## config.mk

```make
export PLATFORM = sky130hd
export DESIGN_NAME = fracSampleClk
export DESIGN_NICKNAME = d
export VERILOG_FILES = /design/src/rtl/fsc_pkg.sv /design/src/rtl/fscControl.sv /design/src/rtl/fscDatapath.sv /design/src/rtl/fracSampleClk.sv
export SDC_FILE = /design/constraint.sdc
export NUM_CORES = 1
export LEC_CHECK = 0
export ABC_CLOCK_PERIOD_IN_PS = 15450
export BUFFER_PORTS_ARGS = -buffer_cell sky130_fd_sc_hd__buf_4
export CAP_MARGIN = 0
export CORE_MARGIN = 1
export CORE_UTILIZATION = 55
export DETAILED_ROUTE_END_ITERATION = 16
export HOLD_SLACK_MARGIN = 0.15
export PLACE_DENSITY_LB_ADDON = 0.08
export SYNTH_ARGS = -nofsm -noshare
export SYNTH_HDL_FRONTEND = slang
export SYNTH_SLANG_ARGS = --single-unit
```

## constraint.sdc

```tcl
create_clock -name clk -period 15.45 [get_ports clk]
set_clock_uncertainty 0.2 [all_clocks]
set_input_delay 3.09 -clock clk [delete_from_list [all_inputs] [get_ports clk]]
set_output_delay 3.09 -clock clk [all_outputs]
set_load 0.01 [all_outputs]
```

## src/rtl/fsc_pkg.sv

```systemverilog
package fsc_pkg;

  // Strobes from the control side to the accumulator datapath
  typedef struct packed {
    logic clearAcc;  // restart ratio from a zero residue
    logic stepEn;    // one counted strobe of the selected source
  } fscCtrl_t;

endpackage

```

## src/rtl/fscControl.sv

```systemverilog
module fscControl
  import fsc_pkg::*;
#(
  parameter int NUM_SRC = 3,
  parameter int SEL_W   = 2,
  parameter int ACC_W   = 16
) (
  input  logic               clk,
  input  logic               rstN,
  input  logic [NUM_SRC-1:0] srcStb,
  input  logic               selWrEn,
  input  logic [SEL_W-1:0]   selWrData,
  input  logic               ratioWrEn,
  input  logic [2*ACC_W-1:0] ratioWrData,
  output fscCtrl_t           ctrl,
  output logic [ACC_W-1:0]   incVal,
  output logic [ACC_W:0]     modVal,
  output logic [NUM_SRC-1:0] activeSrc
);

  logic [SEL_W-1:0] selReg;
  logic [ACC_W-1:0] incReg;
  logic [ACC_W-1:0] modEncReg;
  logic [NUM_SRC-1:0] hitVec;

  always_ff @(posedge clk) begin
    if (!rstN) begin
      selReg    <= '0;
      incReg    <= '0;
      modEncReg <= '0;
    end else begin
      if (selWrEn) selReg <= selWrData;
      if (ratioWrEn) begin
        incReg    <= ratioWrData[ACC_W-1:0];
        modEncReg <= ratioWrData[2*ACC_W-1:ACC_W];
      end
    end
  end

  // Decode the select into a one-hot source mask; unused codes decode to zero
  for (genvar i = 0; i < NUM_SRC; i++) begin : g_src
    assign activeSrc[i] = (selReg == SEL_W'(i));
    assign hitVec[i]    = activeSrc[i] & srcStb[i];
  end

  always_comb begin
    ctrl.clearAcc = selWrEn | ratioWrEn;
    ctrl.stepEn   = (|hitVec) & ~(selWrEn | ratioWrEn);
  end

  assign incVal = incReg;
  assign modVal = {1'b0, modEncReg} + {{ACC_W{1'b0}}, 1'b1};

endmodule

```

## src/rtl/fscDatapath.sv

```systemverilog
module fscDatapath
  import fsc_pkg::*;
#(
  parameter int ACC_W = 16
) (
  input  logic             clk,
  input  logic             rstN,
  input  fscCtrl_t         ctrl,
  input  logic [ACC_W-1:0] incVal,
  input  logic [ACC_W:0]   modVal,
  output logic [ACC_W-1:0] accVal,
  output logic             tick
);

  localparam int SUM_W = ACC_W + 2;

  logic [ACC_W-1:0] accReg;
  logic [SUM_W-1:0] sumVal;
  logic [SUM_W-1:0] modExt;
  logic [SUM_W-1:0] diffVal;
  logic             wrapHit;
  logic             overShoot;
  logic [ACC_W-1:0] accNext;

  always_comb begin
    modExt    = {1'b0, modVal};
    sumVal    = {2'b00, accReg} + {2'b00, incVal};
    wrapHit   = sumVal >= modExt;
    diffVal   = sumVal - modExt;
    overShoot = diffVal >= modExt;
    if (!wrapHit)       accNext = sumVal[ACC_W-1:0];
    else if (overShoot) accNext = ACC_W'(modVal - 1'b1);  // saturate residue
    else                accNext = diffVal[ACC_W-1:0];
  end

  always_ff @(posedge clk) begin
    if (!rstN) begin
      accReg <= '0;
      tick   <= 1'b0;
    end else if (ctrl.clearAcc) begin
      accReg <= '0;
      tick   <= 1'b0;
    end else if (ctrl.stepEn) begin
      accReg <= accNext;
      tick   <= wrapHit;
    end else begin
      tick   <= 1'b0;
    end
  end

  assign accVal = accReg;

endmodule

```

## src/rtl/fracSampleClk.sv

```systemverilog
module fracSampleClk
  import fsc_pkg::*;
#(
  parameter int NUM_SRC = 3,
  parameter int SEL_W   = 2,
  parameter int ACC_W   = 16
) (
  input  logic               clk,
  input  logic               rstN,
  input  logic [NUM_SRC-1:0] srcStb,
  input  logic               selWrEn,
  input  logic [SEL_W-1:0]   selWrData,
  input  logic               ratioWrEn,
  input  logic [2*ACC_W-1:0] ratioWrData,
  output logic               sampleTick,
  output logic [NUM_SRC-1:0] activeSrc
);

  fscCtrl_t         ctrl;
  logic [ACC_W-1:0] incVal;
  logic [ACC_W:0]   modVal;
  logic [ACC_W-1:0] accVal;

  fscControl #(.NUM_SRC(NUM_SRC), .SEL_W(SEL_W), .ACC_W(ACC_W)) u_ctrl (
    .clk(clk), .rstN(rstN), .srcStb(srcStb),
    .selWrEn(selWrEn), .selWrData(selWrData),
    .ratioWrEn(ratioWrEn), .ratioWrData(ratioWrData),
    .ctrl(ctrl), .incVal(incVal), .modVal(modVal), .activeSrc(activeSrc)
  );

  fscDatapath #(.ACC_W(ACC_W)) u_dp (
    .clk(clk), .rstN(rstN), .ctrl(ctrl), .incVal(incVal), .modVal(modVal),
    .accVal(accVal), .tick(sampleTick)
  );

endmodule

```

==> results of run 1 <==
[registers in the layout, indices dropped and copies added (netlist names)]
name and cells:
u_dp.tick 1, u_ctrl.incVal 16, u_ctrl.selReg 2, u_dp.accVal 16, u_ctrl.modEncReg 16
[metrics by stage]
step | util, % | worst slack, ns | area (sq um)
final | 63.2 | 9.22 | 5250
after detailed placement | 61.6 | 9.35 | 5110
after CTS | 63.2 | 9.32 | 5250
after floorplan | - | 10.19 | 4740
after global routing | 63.2 | 8.73 | 5250
after global placement | 61.6 | 9.48 | 5110
[logic make-up (layout without fill, tap and decap cells)]
kind of cell / after synthesis / after routing / synth area share [%]
fa+ha+maj: 53 / 53 / 14.3
flops: 51 / 51 / 21.5
mux: 52 / 52 / 11.0
simple gates: 168 / 168 / 19.5
compound gates: 135 / 135 / 20.6
xor+xnor: 52 / 52 / 9.76
buf+inv: 33 / 70 / 3.38
[critical path: stages (launching register included)]
cell and delay [ns]:
dfxtp_1 0.35, ha_1 0.19, inv_1 0.06, fa_1 0.39, and2b_1 0.25, o2111ai_2 0.15
nand2_1 0.16, a21o_1 0.13, a21oi_1 0.07, xnor2_1 0.24, ha_1 0.33, and2_2 0.22
nand3_1 0.10, nor2b_1 0.06, a221o_1 0.36, a21oi_1 0.19, nand3_1 0.10, a21oi_1 0.18
xnor2_1 0.11, ha_1 0.30, nand4_1 0.10, a2111oi_0 0.34, o21a_1 0.19, o211ai_1 0.10
nand3_1 0.12, o22a_1 0.74, mux2i_1 0.30, o21ai_2 0.08
[power by group through the flow]
stage          Sequential [uW]  Clock (uW)  Combinational, uW
6_report                   143         112                170
5_1_grt                    144         119                188
4_1_cts                    143         114                168
3_5_place_dp               146           0                167
3_3_place_gp               145           0                162
2_1_floorplan              144           0                132
[cell type report]
| class | instances | area [sq um] | share of cell area [%] |
|---|---|---|---|
| clock inverters | 3 | 67.6 | 1.29 |
| multi-input cells | 460 | 3560 | 67.9 |
| inverters | 18 | 67.6 | 1.29 |
| clock buffers | 5 | 68.8 | 1.31 |
| flip-flops and latches | 51 | 1020 | 19.5 |
| repair buffers | 44 | 330 | 6.29 |
| well taps | 105 | 131 | 2.50 |
[worst paths after layout]
kind              slack (ns)  cells after the start              end        startpoint
setup / recovery        9.22                     27  u_dp.accVal[12]  u_ctrl.incVal[0]
hold / removal          0.26                      2  u_dp.accVal[15]   u_dp.accVal[15]
setup reg to reg        9.22                     27  u_dp.accVal[12]  u_ctrl.incVal[0]
hold reg to reg         0.26                      2  u_dp.accVal[15]   u_dp.accVal[15]
[cells in the final DEF (no fill, tap or decap), drive strengths merged, types with 6 or more instances in the layout]
cell type and n:
a211oi 11, a21o 11, a21oi 22, a22oi 14
and2 7, and3 6, buf 44, dfxtp 51
ha 51, inv 18, mux2i 51, nand2 29
nand3 17, nand4 8, nor2 37, nor2b 38
o21a 11, o21ai 34, xnor2 31, xor2 21
[metal layers]
layer / GRT usage [%] / wire [um] / up-vias
met4: 10.4 / 319 / 0
met5: 0 / 0 / -
met2: 41.7 / 4740 / 120
li1: - / - / 2070
met3: 3.30 / 539 / 22
met1: 33.7 / 5250 / 1808
==> out/metrics.yaml, run 1 <==
cts:
  cts_sinks: 51
  post_cts_buffers: 0
  clkLatencyLatePin_ns: 0.32
  cts_buffer_depth: 2
  cts_tree: "done"
  ctsResizeCount: 0
  clk_pin_slew_ns: 0.10
  hold_buffers: 0
  cts_htree_levels: 2
  cts_root_buf: "clkbuf_8"
  cts_buffers: 5
detailed_routing:
  post_drt_wl_per_cell_um: 15.8
  vias: 4020
  viasPerCell: 5.86
  drt-initial-drc-count: 216
  drc_errors: 0
  wirelength_mm: 10.9
  drtPass1Iterations: 5
  detail-route-antenna-nets: 0
worst_hold_path:
  holdCritPathClass: "reg2reg"
grt:
  grt_pass1_vias: 3736
  grt_max_degree: 36
  grt_pass1_wl_mm: 17.9
  globalRouteOverflowTotal: 0
  grt_use_total_pct: 25.5
  antenna_found_initial: 0
floorplanning:
  pin_count: 45
  coreArea_sq_um: 8300
  die-area_sq_um: 9000
  dieHeight_um: 94.9
  rows: 33
  start_util_pct: 57.2
  die_x_um: 94.9
logic_synthesis:
  yosys_warnings: 0
  synth_area_sq_um: 4740
  synthTopCellsByCount: "dfxtp_1 (51), ha_1 (51), mux2i_1 (51)"
  synth_fp_nets: 638
  yosys_register_bits: 51
  ys_seq_area_share_pct: 21.5
  synthFlopType: "dfxtp_1"
  ys_types: 74
  syn-mean-instance-area_sq_um: 8.72
  async_reset_ff_share_pct: 0
  synth_top_cells_by_area: "dfxtp_1 (22%), ha_1 (13%), mux2i_1 (11%)"
  synth_cells: 544
  yosys.area.top_type: "dfxtp_1"
  synth_top_cell_area_share_pct: 21.5
  synth-edff-count: 0
sta:
  worstMarginPinSlew_ns: 1.14
  clock.fmax_mhz: 160
  finalSetupTns_ns: 0
  finalSetupViolations: 0
  fin_crit_ns: 6.23
  slew_headroom_pct: 23.5
  fin_crit_sh_pct: 40.3
  rsz0062_at_grt: "no"
  fin_hold_ws_ns: 0.261
  hold_viol: 0
  finalMaxSlewViolations: 0
pwr:
  combPwrFrac_pct: 40.0
  p_per_area_nw_per_um2: 81.0
  p_sw_share_pct: 34.2
  switchingPower_uw: 145
  pwr-share-seq_pct: 33.6
  clockPowerShare_pct: 26.4
  cellLeakagePower_uw: 0.00234
  p_int_uw: 280
  p_total_uw: 425
  ir_drop_mv: 0.0497
run:
  cap_violations: 0
cells_and_area:
  syn_to_final_growth_pct: 10.7
  antenna_cells: 0
  final_layout_size_suffix_gt1_share_pct: 13.1
  nets: 674
  finalNonFillerCells: 686
  fill_cells: 736
worst_setup_path:
  cp-start-kind: "flip-flop"
  crit_path_end_kind: "flip-flop"
  timing_worst_setup_path_type: "reg2reg"
  cp_data_arrival_time_ns: 6.24
  critPathMaxFanout: 16
  critPathRequiredTime_ns: 15.46
placement:
  place_hpwl_mm: 8.83
  port_buffers: 44
  place_congestion: 0.914
  placedCellCount: 678
run_status:
  status: "finished, final reports clean"
No activity file was read; power rests on OpenSTA's default activity.
==> run 2, diff against run 1 <==
--- a/config.mk
+++ b/config.mk
@@ -5,7 +5,8 @@
 export SDC_FILE = /design/constraint.sdc
 export NUM_CORES = 1
 export LEC_CHECK = 0
-export ABC_CLOCK_PERIOD_IN_PS = 15450
+export ABC_AREA = 1
+export ABC_CLOCK_PERIOD_IN_PS = 6260
 export BUFFER_PORTS_ARGS = -buffer_cell sky130_fd_sc_hd__buf_4
 export CAP_MARGIN = 0
 export CORE_MARGIN = 1
==> constraint.sdc (replaced) <==
create_clock -name clk -period 6.26 [get_ports clk]
set_clock_uncertainty 0.2 [all_clocks]
set_input_delay 1.252 -clock clk [delete_from_list [all_inputs] [get_ports clk]]
set_output_delay 1.252 -clock clk [all_outputs]
set_load 0.01 [all_outputs]
==> run 2 against run 1 <==
Against the previous run: highest routed layer unchanged; critical endpoint is now u_dp.accVal[1]; synthesized cell count increased by 41%; via count increased by 23%; area after synthesis increased by 11%.
==> out/metrics.yaml, run 2 <==
cells_and_area:
  final_cell_mix: "nand2_1 (155), nor2_1 (85), inv_1 (73)"  # was mux2i_1 (51), ha_1 (51), dfxtp_1 (51)
  syn_to_final_growth_pct: 8.99  # was 10.7%
  antenna_cells: 0  # unchanged
  finalNonFillerCells: 929  # was 686
  final_layout_size_suffix_gt1_share_pct: 17.8  # was 13.1%
  fin_area_sq_um: 5720  # was 5250 sq um
  nets: 893  # was 674
  mostFrequentLayoutCell: "nand2_1"
cts:
  clkLatencyLatePin_ns: 0.33  # was 0.32 ns
  cts_tree: "done"  # unchanged
  clk_pin_slew_ns: 0.12  # was 0.10 ns
  cts_buffers: 5  # unchanged
  hold_buffers: 0  # unchanged
  cts_sinks: 51  # unchanged
  cts_buffer_depth: 2  # unchanged
  cts_root_buf: "clkbuf_8"  # unchanged
  post_cts_buffers: 0  # unchanged
  ctsResizeCount: 0  # unchanged
  cts_htree_levels: 2  # unchanged
worst_setup_path:
  timing_worst_setup_path_type: "reg2reg"  # unchanged
  critPathRequiredTime_ns: 6.31  # was 15.46 ns
  crit_path_end_kind: "flip-flop"  # unchanged
  cpPeakStageDelay_ns: 0.43  # was 0.74 ns
  critPathMaxFanout: 16  # unchanged
  worst_path_max_delay_cell: "fa_1"  # was o22a_1
  cp_data_arrival_time_ns: 5.38  # was 6.24 ns
  timing.critical_path.mode_cell: "nand2_1"
  cp-start-kind: "flip-flop"  # unchanged
logic_synthesis:
  ys_types: 47  # was 74
  ys_seq_area_share_pct: 19.5  # was 21.5%
  yosys_warnings: 0  # unchanged
  synth_area_sq_um: 5250  # was 4740 sq um
  synthTopCellsByCount: "nand2_1 (155), nor2_1 (85), inv_1 (73)"  # was dfxtp_1 (51), ha_1 (51), mux2i_1 (51)
  yosys.area.top_type: "dfxtp_1"  # unchanged
  yosys_register_bits: 51  # unchanged
  synth-edff-count: 0  # unchanged
  syn-mean-instance-area_sq_um: 6.85  # was 8.72 sq um
  synth_top_cells_by_area: "dfxtp_1 (19%), ha_1 (12%), nand2_1 (11%)"  # was dfxtp_1 (22%), ha_1 (13%), mux2i_1 (11%)
  synth_fp_nets: 860  # was 638
  synth_top_cell_area_share_pct: 19.5  # was 21.5%
  synth_cells: 766  # was 544
  synthFlopType: "dfxtp_1"  # unchanged
  async_reset_ff_share_pct: 0  # unchanged
  synth.most_common_cell: "nand2_1"
sta:
  finalMaxSlewViolations: 0  # unchanged
  fin_crit_ns: 5.34  # was 6.23 ns
  slew_headroom_pct: 28.8  # was 23.5%
  hold_viol: 0  # unchanged
  clock.fmax_mhz: 187  # was 160 MHz
  rsz0062_at_grt: "no"  # unchanged
  finalSetupTns_ns: 0  # unchanged
  fin_crit_sh_pct: 85.2  # was 40.3%
  worstMarginPinSlew_ns: 1.06  # was 1.14 ns
  finalSetupViolations: 0  # unchanged
pwr:
  p_per_area_nw_per_um2: 186  # was 81.0 nW/um^2
  p_total_uw: 1060  # was 425 uW
  cellLeakagePower_uw: 0.00288  # was 0.00234 uW
  ir_drop_mv: 0.0966  # was 0.0497 mV
detailed_routing:
  wirelength_mm: 12.4  # was 10.9 mm
  top_layer: "met4"  # unchanged
  vias: 4950  # was 4,020
  viasPerCell: 5.33  # was 5.86
  met3WireLength_um: 412  # was 539 um
  drt-initial-drc-count: 194  # was 216
  drc_errors: 0  # unchanged
  drtPass1Iterations: 4  # was 5
  detail-route-antenna-nets: 0  # unchanged
  post_drt_wl_per_cell_um: 13.3  # was 15.8 um
  routedLengthMet1_mm: 5.67  # was 5.25 mm
  route.met2.wl_mm: 6.05  # was 4.74 mm
floorplanning:
  rows: 35  # was 33
  coreArea_sq_um: 9240  # was 8300 sq um
  pin_count: 45  # unchanged
  dieHeight_um: 99.7  # was 94.9 um
  start_util_pct: 56.8  # was 57.2%
  die_x_um: 99.7  # was 94.9 um
  die-area_sq_um: 9930  # was 9000 sq um
grt:
  antenna_found_initial: 0  # unchanged
  globalRouteOverflowTotal: 0  # unchanged
  grt_use_total_pct: 25.9  # was 25.5%
  grt_pass1_vias: 4655  # was 3,736
  grt_max_degree: 42  # was 36
  grt_pass1_wl_mm: 20.9  # was 17.9 mm
placement:
  placedCellCount: 921  # was 678
  placed_cell_area_sq_um: 5620  # was 5110 sq um
  port_buffers: 44  # unchanged
  place_hpwl_mm: 9.90  # was 8.83 mm
  place_congestion: 0.973  # was 0.914
run:
  cap_violations: 0  # unchanged
run_status:
  status: "finished, final reports clean"  # unchanged
worst_hold_path:
  holdCritPathClass: "reg2reg"  # unchanged
==> run 2: power by group <==
group | switching (uW) | internal (uW) | total [uW]
clock | 141 | 83.5 | 224
sequential | 14.4 | 341 | 355
combinational | 302 | 183 | 485
==> run 2: through the flow <==
stage / util (%) / hold slack, ns / setup slack, ns
floorplan: - / 0.249 / 1.51
global placement: 60.8 / 0.265 / 1.16
detailed placement: 60.8 / 0.265 / 0.990
CTS: 61.9 / 0.283 / 0.949
global route: 61.9 / 0.310 / 0.385
finish: 61.9 / 0.285 / 0.924
==> run 2: logic make-up (layout without fill, tap and decap cells) <==
family,Yosys count,in the layout,share of synthesized area (%)
buffers and inverters,108,142,8.75
and+or+nand+nor,377,377,35.4
xor gates and xnor gates,49,49,8.68
adders and majority gates,53,53,12.9
AOI/OAI and AO/OA,128,128,14.8
DFF,51,51,19.5
==> run 2: layout make-up <==
cell class              instances  area, sq um
clock buffers                   5         68.8
clock inverters                 3         27.5
fillers                       936         3520
inverters                      89          335
multi-input cells             607         3760
flip-flops and latches         51         1020
well taps                     129          161
repair buffers                 45          338
==> run 2: worst paths after layout <==
| kind | from | endpoint | slack (ns) | cells past startpoint |
|---|---|---|---|---|
| worst max-delay path | u_dp.accVal[0] | u_dp.accVal[1] | 0.92 | 32 |
| worst min-delay path | u_dp.accVal[0] | u_dp.accVal[0] | 0.29 | 2 |
| worst max register to register | u_dp.accVal[0] | u_dp.accVal[1] | 0.92 | 32 |
| worst min register to register | u_dp.accVal[0] | u_dp.accVal[0] | 0.29 | 2 |
==> run 2: worst max-delay path, delay by kind of cell, from the launching register on <==
kind	cells	cell delay, ns
simple gates	20	2.05
fa+ha+maj	4	1.28
buf+inv	3	0.57
compound gates	3	0.40
xor+xnor	2	0.38
flops	1	0.36
==> run 2: per-layer routing <==
metal | GRT usage, % | up-vias
met2 | 47.5 | 89
met3 | 2.39 | 19
met5 | 0 | -
met4 | 6.90 | 0
met1 | 32.4 | 2257
li1 | - | 2585
